==> config.mk <==
export PLATFORM = sky130hd
export DESIGN_NAME = lpm_trie_walker
export DESIGN_NICKNAME = d
export VERILOG_FILES = /design/src/rtl/lpm_pkg.sv /design/src/rtl/lpm_fifo.sv /design/src/rtl/lpm_step.sv /design/src/rtl/lpm_trie_walker.sv
export SDC_FILE = /design/constraint.sdc
export NUM_CORES = 1
export LEC_CHECK = 0
export ABC_AREA = 0
export BUFFER_PORTS_ARGS = -buffer_cell sky130_fd_sc_hd__clkbuf_2
export CAP_MARGIN = 5
export CORE_UTILIZATION = 60
export DETAILED_ROUTE_END_ITERATION = 8
export PLACE_DENSITY = 0.77
export SLEW_MARGIN = 20
export SYNTH_ARGS = -nofsm -noshare
export SYNTH_HDL_FRONTEND = slang
export SYNTH_HIERARCHICAL = 1
export SYNTH_SLANG_ARGS = --single-unit
==> constraint.sdc <==
create_clock -name clk -period 11.8 [get_ports clk]
set_input_delay 2.36 -clock clk [delete_from_list [all_inputs] [get_ports clk]]
set_output_delay 2.36 -clock clk [all_outputs]
set_load 0.01 [all_outputs]
==> src/rtl/lpm_pkg.sv <==
// Shared constants for the trie walker: memory word layout, stride and level codes.
// Assumes 32-bit memory words and a 16/8/8 split of the IPv4 address.
package lpm_pkg;
    localparam int WORD_W   = 32;
    localparam int LEAF_BIT = 31;
    localparam int STRIDE   = 8;
    localparam int REM_W    = 16;

    typedef logic [1:0] lvl_t;
    localparam lvl_t LVL_FIRST = 2'd1;
    localparam lvl_t LVL_LAST  = 2'd3;
endpackage

==> src/rtl/lpm_fifo.sv <==
// Circular FIFO with a registered head and an exposed occupancy count.
// Assumes the caller never pushes when full unless it pops in the same cycle,
// and never pops when empty.
module lpm_fifo #(
    parameter int W     = 8,
    parameter int DEPTH = 4,
    localparam int PW   = (DEPTH > 1) ? $clog2(DEPTH) : 1,
    localparam int CW   = $clog2(DEPTH + 1)
) (
    input  logic          clk,
    input  logic          rst_n,
    input  logic          push,
    input  logic [W-1:0]  din,
    input  logic          pop,
    output logic [W-1:0]  dout,
    output logic [CW-1:0] count
);
    logic [W-1:0]  store_q [DEPTH];
    logic [PW-1:0] wr_ptr, rd_ptr;

    // Write the storage slot on push.
    always_ff @(posedge clk) begin
        if (push) store_q[wr_ptr] <= din;
    end

    // Advance the pointers and track the occupancy.
    always_ff @(posedge clk) begin
        if (!rst_n) begin
            wr_ptr <= '0;
            rd_ptr <= '0;
            count  <= '0;
        end else begin
            if (push) wr_ptr <= (wr_ptr == PW'(DEPTH - 1)) ? '0 : wr_ptr + 1'b1;
            if (pop)  rd_ptr <= (rd_ptr == PW'(DEPTH - 1)) ? '0 : rd_ptr + 1'b1;
            case ({push, pop})
                2'b10:   count <= count + 1'b1;
                2'b01:   count <= count - 1'b1;
                default: count <= count;
            endcase
        end
    end

    // Present the oldest entry.
    assign dout = store_q[rd_ptr];
endmodule

==> src/rtl/lpm_step.sv <==
// Decodes one returned trie word and forms the follow-on read.
// Assumes the unconsumed address bits hold the next byte at [15:8].
module lpm_step
    import lpm_pkg::*;
#(
    parameter int AW = 17
) (
    input  logic [WORD_W-1:0] word,
    input  logic [REM_W-1:0]  rem,
    output logic              is_leaf,
    output logic [WORD_W-2:0] leaf_val,
    output logic [AW-1:0]     next_addr,
    output logic [REM_W-1:0]  next_rem
);
    // Split the word and add the next address byte to the base pointer.
    always_comb begin
        is_leaf   = word[LEAF_BIT];
        leaf_val  = word[WORD_W-2:0];
        next_addr = word[AW-1:0] + AW'(rem[REM_W-1:REM_W-STRIDE]);
        next_rem  = rem << STRIDE;
    end
endmodule

==> src/rtl/lpm_trie_walker.sv <==
// Circular-pipeline longest prefix match engine. New addresses and recirculating
// node reads share one fixed-latency memory port, and recirculation has priority.
// Leaf responses exit into a result queue. Admission keeps the in-flight count plus
// the waiting results within MEM_LAT+1, so neither queue can overflow.
// Assumes the memory returns one response per request, in order, after MEM_LAT cycles.
module lpm_trie_walker
    import lpm_pkg::*;
#(
    parameter int TAG_W   = 4,
    parameter int AW      = 17,
    parameter int MEM_LAT = 4
) (
    input  logic              clk,
    input  logic              rst_n,
    input  logic              in_valid,
    output logic              in_ready,
    input  logic [31:0]       in_addr,
    input  logic [TAG_W-1:0]  in_tag,
    output logic              out_valid,
    input  logic              out_ready,
    output logic [30:0]       out_value,
    output logic [TAG_W-1:0]  out_tag,
    output logic              mem_req_valid,
    output logic [AW-1:0]     mem_req_addr,
    input  logic              mem_rsp_valid,
    input  logic [31:0]       mem_rsp_data
);
    localparam int DEPTH = MEM_LAT + 1;
    localparam int CW    = $clog2(DEPTH + 1);
    localparam int ENT_W = TAG_W + REM_W + 2;
    localparam int RES_W = TAG_W + WORD_W - 1;

    logic [ENT_W-1:0] rq_din, rq_head;
    logic [CW-1:0]    rq_count, oq_count;
    logic [RES_W-1:0] oq_din, oq_head;

    logic [TAG_W-1:0] head_tag;
    logic [REM_W-1:0] head_rem;
    lvl_t             head_lvl;

    logic              is_leaf;
    logic [WORD_W-2:0] leaf_val;
    logic [AW-1:0]     next_addr;
    logic [REM_W-1:0]  next_rem;

    logic rsp_exit, rsp_recirc, accept, oq_pop;
    logic [CW:0] occupancy;

    assign {head_tag, head_rem, head_lvl} = rq_head;

    lpm_step #(.AW(AW)) step_i (
        .word      (mem_rsp_data),
        .rem       (head_rem),
        .is_leaf   (is_leaf),
        .leaf_val  (leaf_val),
        .next_addr (next_addr),
        .next_rem  (next_rem)
    );

    // Arbitrate the memory port: a recirculating node read beats a new address.
    always_comb begin
        rsp_exit      = mem_rsp_valid && is_leaf;
        rsp_recirc    = mem_rsp_valid && !is_leaf;
        occupancy     = {1'b0, rq_count} + {1'b0, oq_count};
        in_ready      = !rsp_recirc && (occupancy < (CW+1)'(DEPTH));
        accept        = in_valid && in_ready;
        mem_req_valid = rsp_recirc || accept;
        mem_req_addr  = rsp_recirc ? next_addr : AW'(in_addr[31:16]);
        rq_din        = rsp_recirc ? {head_tag, next_rem, lvl_t'(head_lvl + 2'd1)}
                                   : {in_tag, in_addr[REM_W-1:0], LVL_FIRST};
        oq_din        = {head_tag, leaf_val};
        oq_pop        = out_valid && out_ready;
    end

    lpm_fifo #(.W(ENT_W), .DEPTH(DEPTH)) recirc_q (
        .clk   (clk),
        .rst_n (rst_n),
        .push  (mem_req_valid),
        .din   (rq_din),
        .pop   (mem_rsp_valid),
        .dout  (rq_head),
        .count (rq_count)
    );

    lpm_fifo #(.W(RES_W), .DEPTH(DEPTH)) result_q (
        .clk   (clk),
        .rst_n (rst_n),
        .push  (rsp_exit),
        .din   (oq_din),
        .pop   (oq_pop),
        .dout  (oq_head),
        .count (oq_count)
    );

    // Drive the result stream from the result queue head.
    always_comb begin
        out_valid            = (oq_count != '0);
        {out_tag, out_value} = oq_head;
    end
endmodule

==> impl_metrics.tcl, run 1 <==
set metrics [dict create \
    setup_slack_ns 5.17 \
    final_nets 1138 \
    hp-class "register to register" \
    fin_tns_setup_ns 0 \
    portBuffers 127 \
    root_buffer "clkbuf_16" \
    clockBufferDepth 3 \
    required_ns 9.44 \
    die-height_um 153 \
    power_density_nw_per_um2 183 \
    final_core_util_pct 68.5 \
    ctsHoldBuffers 0 \
    antenna_found_initial 2 \
    wl_per_cell_um 18.7 \
    cts_resized 0 \
    path_max_fanout 6 \
    gp_congestion 0.820 \
    grt_overflow_total 0 \
    coreArea_um2 22100 \
    finalWirelength_mm 25.1 \
    holdWs_ns 0.508 \
    startpoint_type "input pin" \
    cts_setup_buffers 0 \
    grt_first_pass_wirelength_mm 39.6 \
    p_leak_nw 5.54 \
    syn2layout_area_growth_pct 10.8 \
    place_ws_ns 5.17 \
    hold_viol 0 \
    clock_sinks 299 \
    fmax_mhz 151 \
    clk_pin_slew_ns 0.06 \
    dp_hpwl_mm 14.9 \
    ios 128 \
    drt_iter0_drc 414 \
    insertion_delay_ns 0.55 \
    yosys_warnings 6 \
    run_status "completed" \
    fin_worst_skew_ns 0.0143 \
    row_count 54 \
    crit_type "input pin to output port" \
    fin_crit_ns 6.63 \
    intPower_mw 2.01 \
    switching_share_pct 27.4 \
    grt_usage_pct 21.9 \
    synthCells 947 \
    dieArea_um2 23400 \
    cts_made_buffers 30 \
    vias 7605 \
    worst_pin_slew_ns 0.859 \
    rsz0062_at_grt "false" \
    synth_area_um2 13700 \
    setup_viol 0 \
    avgSynthCellArea_um2 14.4 \
    drtAntennaViolNets 0 \
    cts_tree "built" \
    cp-end-kind "output port" \
    drv_cap 0 \
    drt_pass1_iterations 5 \
    die_w_um 153 \
    drc 0 \
    p_switching_mw 0.757 \
    fin_crit_sh_pct 56.2 \
    drive_above_1_share_pct 27.6 \
    crit_arrival_ns 4.27 \
    via_per_inst 5.65 \
    power_frac_seq_pct 46.4 \
    drv_slew 0 \
    cts_htree_levels 1 \
    clkPwrFrac_pct 32.7 \
    grt_pass1_vias 7595 \
    vdd_ir_drop_max_uv 167 \
    comb_power_share_pct 20.9 \
    start_util_pct 61.8 \
    grt_max_degree 83 \
    slew_headroom_pct 42.7 \
]
-- layout make-up --
| cell class | instances | area, um^2 |
|---|---|---|
| inverter | 67 | 251 |
| multi-input combinational | 495 | 4020 |
| clock buffer | 49 | 913 |
| tap | 280 | 350 |
| clock inverter | 7 | 53.8 |
| timing repair buffer | 147 | 798 |
| antenna | 1 | 2.50 |
| sequential | 299 | 8740 |
| fill | 1513 | 6960 |
-- layout by cell type, fill, tap and decap left out, types with 4 or more instances in the layout --
cell type  count
a211oi_2      33
xnor2_1       15
nand2_1      115
nor3_2         4
buf_4         19
and2_1         5
nor2b_1       62
edfxtp_1     275
clkbuf_1      11
clkbuf_2     127
nand3_1        5
nand2b_1       5
clkbuf_16     31
fa_1           4
mux2i_1       61
a211oi_1      25
conb_1         8
and2b_1        5
dfxtp_1       21
a21oi_1       10
clkbuf_8       7
ha_1          21
inv_1         67
a21boi_0       5
a221oi_1       7
a221oi_2      48
nor2_1         5
clkinv_2       4
o21ai_0        7
-- power by group through the flow --
stage	logic (mW)	clock network (mW)	registers [mW]
floorplan	0.468	0	1.29
global placement	0.565	0	1.30
detailed placement	0.574	0	1.31
CTS	0.579	0.919	1.28
global route	0.634	0.957	1.29
finish	0.578	0.905	1.28
-- metrics by stage --
| step | power (mW) | cell area (um^2) | std cells |
|---|---|---|---|
| floorplan | 1.76 | 13700 | 954 |
| global placement | 1.87 | 14100 | 1287 |
| detailed placement | 1.88 | 14100 | 1287 |
| CTS | 2.78 | 15100 | 1343 |
| global route | 2.88 | 15100 | 1345 |
| finish | 2.77 | 15100 | 1345 |
-- flip-flops by register name, summed over array words and instances, names as in the netlist, named ones only --
| signal | cells |
|---|---|
| result_q/count | 3 |
| result_q/wr_ptr | 3 |
| recirc_q/count | 3 |
| result_q/store_q | 175 |
| recirc_q/rd_ptr | 3 |
| recirc_q/wr_ptr | 3 |
| recirc_q/store_q | 100 |
| result_q/rd_ptr | 3 |
-- per-layer routing --
layer | track usage, % | up-vias | share of wire (%)
li1 | - | 3629 | -
met1 | 27.9 | 3730 | 42
met2 | 38.7 | 197 | 51
met3 | 3.46 | 47 | 4.7
met4 | 6.49 | 2 | 2.5
met5 | 0 | - | 0.044
-- critical path, cell delays in order --
cell and delay [ns]:
clkbuf_2 0.12, ha_1 0.25, fa_1 0.44, a211oi_2 0.34, o21ai_1 0.13, a311oi_1 0.28, a21oi_1 0.06, nand2_1 0.08
nand2_1 0.06, clkbuf_2 0.12
-- final timing paths --
check	end	slack, ns	cells past startpoint	start
setup / recovery	mem_req_addr[8]	5.17	10	mem_rsp_data[0]
hold / removal	register	0.51	2	recirc_q/rd_ptr[2]
setup reg to reg	recirc_q/count[2]	8.74	12	result_q/count[0]
hold reg to reg	register	0.51	2	recirc_q/rd_ptr[2]
No activity file was read; power rests on OpenSTA's default activity.
==> run 2, diff against run 1 <==
==> constraint.sdc (replaced) <==
create_clock -name clk -period 6.2 [get_ports clk]
set_input_delay 1.24 -clock clk [delete_from_list [all_inputs] [get_ports clk]]
set_output_delay 1.24 -clock clk [all_outputs]
set_load 0.01 [all_outputs]
==> run 2 against run 1 <==
Compared with the run above: worst hold slack got worse by 0.013 ns; sequential cell count is the same; total power grew 90%; register-to-register slack worse by 5.6 ns; final area shrank 0.36%; clock power is 88% higher; global-route usage rose by 0.14 points; clock skew is 0.0041 ns lower; combinational power grew 89%; via count fell by 1.0%; critical endpoint unchanged.
==> impl_metrics.tcl, run 2 (synthesis results as in run 1) <==
set metrics [dict create \
    die-height_um 153 \
    die_w_um 153 \
    fin_tns_setup_ns 0 \
    ios 128 \
    finalWirelength_mm 25.3 \
    fin_worst_skew_ns 0.0102 \
    biggestRegsByFlops "result_q/store_q (175), recirc_q/store_q (100)" \
    root_buffer "clkbuf_16" \
    run_status "completed" \
    final_common_cell "edfxtp_1" \
    dieArea_um2 23400 \
    start_util_pct 61.8 \
    p_leak_nw 5.52 \
    power_density_nw_per_um2 348 \
    slew_headroom_pct 42.1 \
    cts_tree "built" \
    finalInstanceArea_um2 15100 \
    drv_slew 0 \
    fin_crit_ns 5.06 \
    place_area_um2 14100 \
    drt_iter0_drc 383 \
    grt_first_pass_wirelength_mm 40.2 \
    clkPwrFrac_pct 32.5 \
    path_max_fanout 14 \
    setup_viol 0 \
    grt_usage_pct 22.0 \
    final_nets 1137 \
    ctsHoldBuffers 0 \
    cts_resized 0 \
    row_count 54 \
    wl_per_cell_um 18.9 \
    worst_pin_slew_ns 0.868 \
    cts_setup_buffers 0 \
    regMostFlops "result_q/store_q" \
    cts_made_buffers 29 \
    multi_input_area_um2 4020 \
    drtAntennaViolNets 0 \
    drc 0 \
    syn2layout_area_growth_pct 10.4 \
    clock_sinks 299 \
    fmax_mhz 198 \
    grt_pass1_vias 7542 \
    fin_crit_sh_pct 81.6 \
    switching_share_pct 27.8 \
    dp_hpwl_mm 15.5 \
    cts_htree_levels 1 \
    hold_viol 0 \
    fillCellCount 1541 \
    crit_type "register to output port" \
    vdd_ir_drop_max_uv 235 \
    largest_register_ffs 175 \
    vias 7527 \
    antenna_cells 0 \
    crit_arrival_ns 3.82 \
    portBuffers 127 \
    via_per_inst 5.61 \
    grt_max_degree 46 \
    antenna_found_initial 0 \
    place_ws_ns 1.74 \
    startpoint_type "register" \
    setup_slack_ns 1.14 \
    coreArea_um2 22100 \
    insertion_delay_ns 0.55 \
    final_core_util_pct 68.2 \
    rsz0062_at_grt "false" \
    power_frac_seq_pct 46.8 \
    final_cell_mix "275 x edfxtp_1, 127 x clkbuf_2, 115 x nand2_1" \
    instances_no_fill 1341 \
    gp_congestion 0.838 \
    placed_cells 1288 \
    comb_power_share_pct 20.7 \
    drive_above_1_share_pct 27.5 \
    drv_cap 0 \
    p_switching_mw 1.46 \
    register_area_um2 8740 \
    grt_overflow_total 0 \
    required_ns 4.96 \
    clockBufferDepth 3 \
    drt_pass1_iterations 5 \
    holdWs_ns 0.495 \
    cp-end-kind "output port" \
    power.total_mw 5.25 \
    hp-class "register to register" \
    intPower_mw 3.79 \
    clk_pin_slew_ns 0.06 \
]
==> run 2: layout make-up <==
type                       count  area share, %
timing repair buffer         147           5.21
tap                          280           2.32
clock inverter                23           1.32
clock buffer                  30           4.84
inverter                      67           1.67
sequential                   299           58.0
multi-input combinational    495           26.6
==> run 2: path summary, 6_finish.rpt <==
kind | from | end | slack, ns | cells past startpoint
hold / removal | recirc_q/count[2] | recirc_q/count[2] | 0.49 | 2
hold reg to reg | recirc_q/count[2] | recirc_q/count[2] | 0.49 | 2
setup / recovery | register | mem_req_addr[8] | 1.14 | 12
setup reg to reg | result_q/count[0] | recirc_q/count[2] | 3.13 | 12
==> run 2: worst max-delay path: stages, from the launching register on <==
cell	delay (ns)
dfxtp_1	0.46
buf_4	0.29
nor2_2	0.50
buf_4	0.35
a221oi_2	0.10
fa_1	0.47
a211oi_2	0.35
o21ai_1	0.14
a311oi_1	0.28
a21oi_1	0.07
nand2_1	0.08
nand2_1	0.06
clkbuf_2	0.12
==> run 2: power groups by stage <==
stage,Clock (mW),Combinational [mW],Sequential [mW]
after floorplan,0,0.890,2.45
after global placement,0,1.07,2.50
after detailed placement,0,1.09,2.50
after CTS,1.73,1.10,2.46
after global routing,1.81,1.19,2.47
final,1.70,1.09,2.46
==> run 2: routing by layer <==
layer / GRT usage, % / vias to the layer above / routed length [um]
li1: - / 3645 / -
met1: 29.4 / 3667 / 11100
met2: 37.7 / 169 / 12500
met3: 2.81 / 46 / 948
met4: 7.36 / 0 / 688
met5: 0 / - / 0
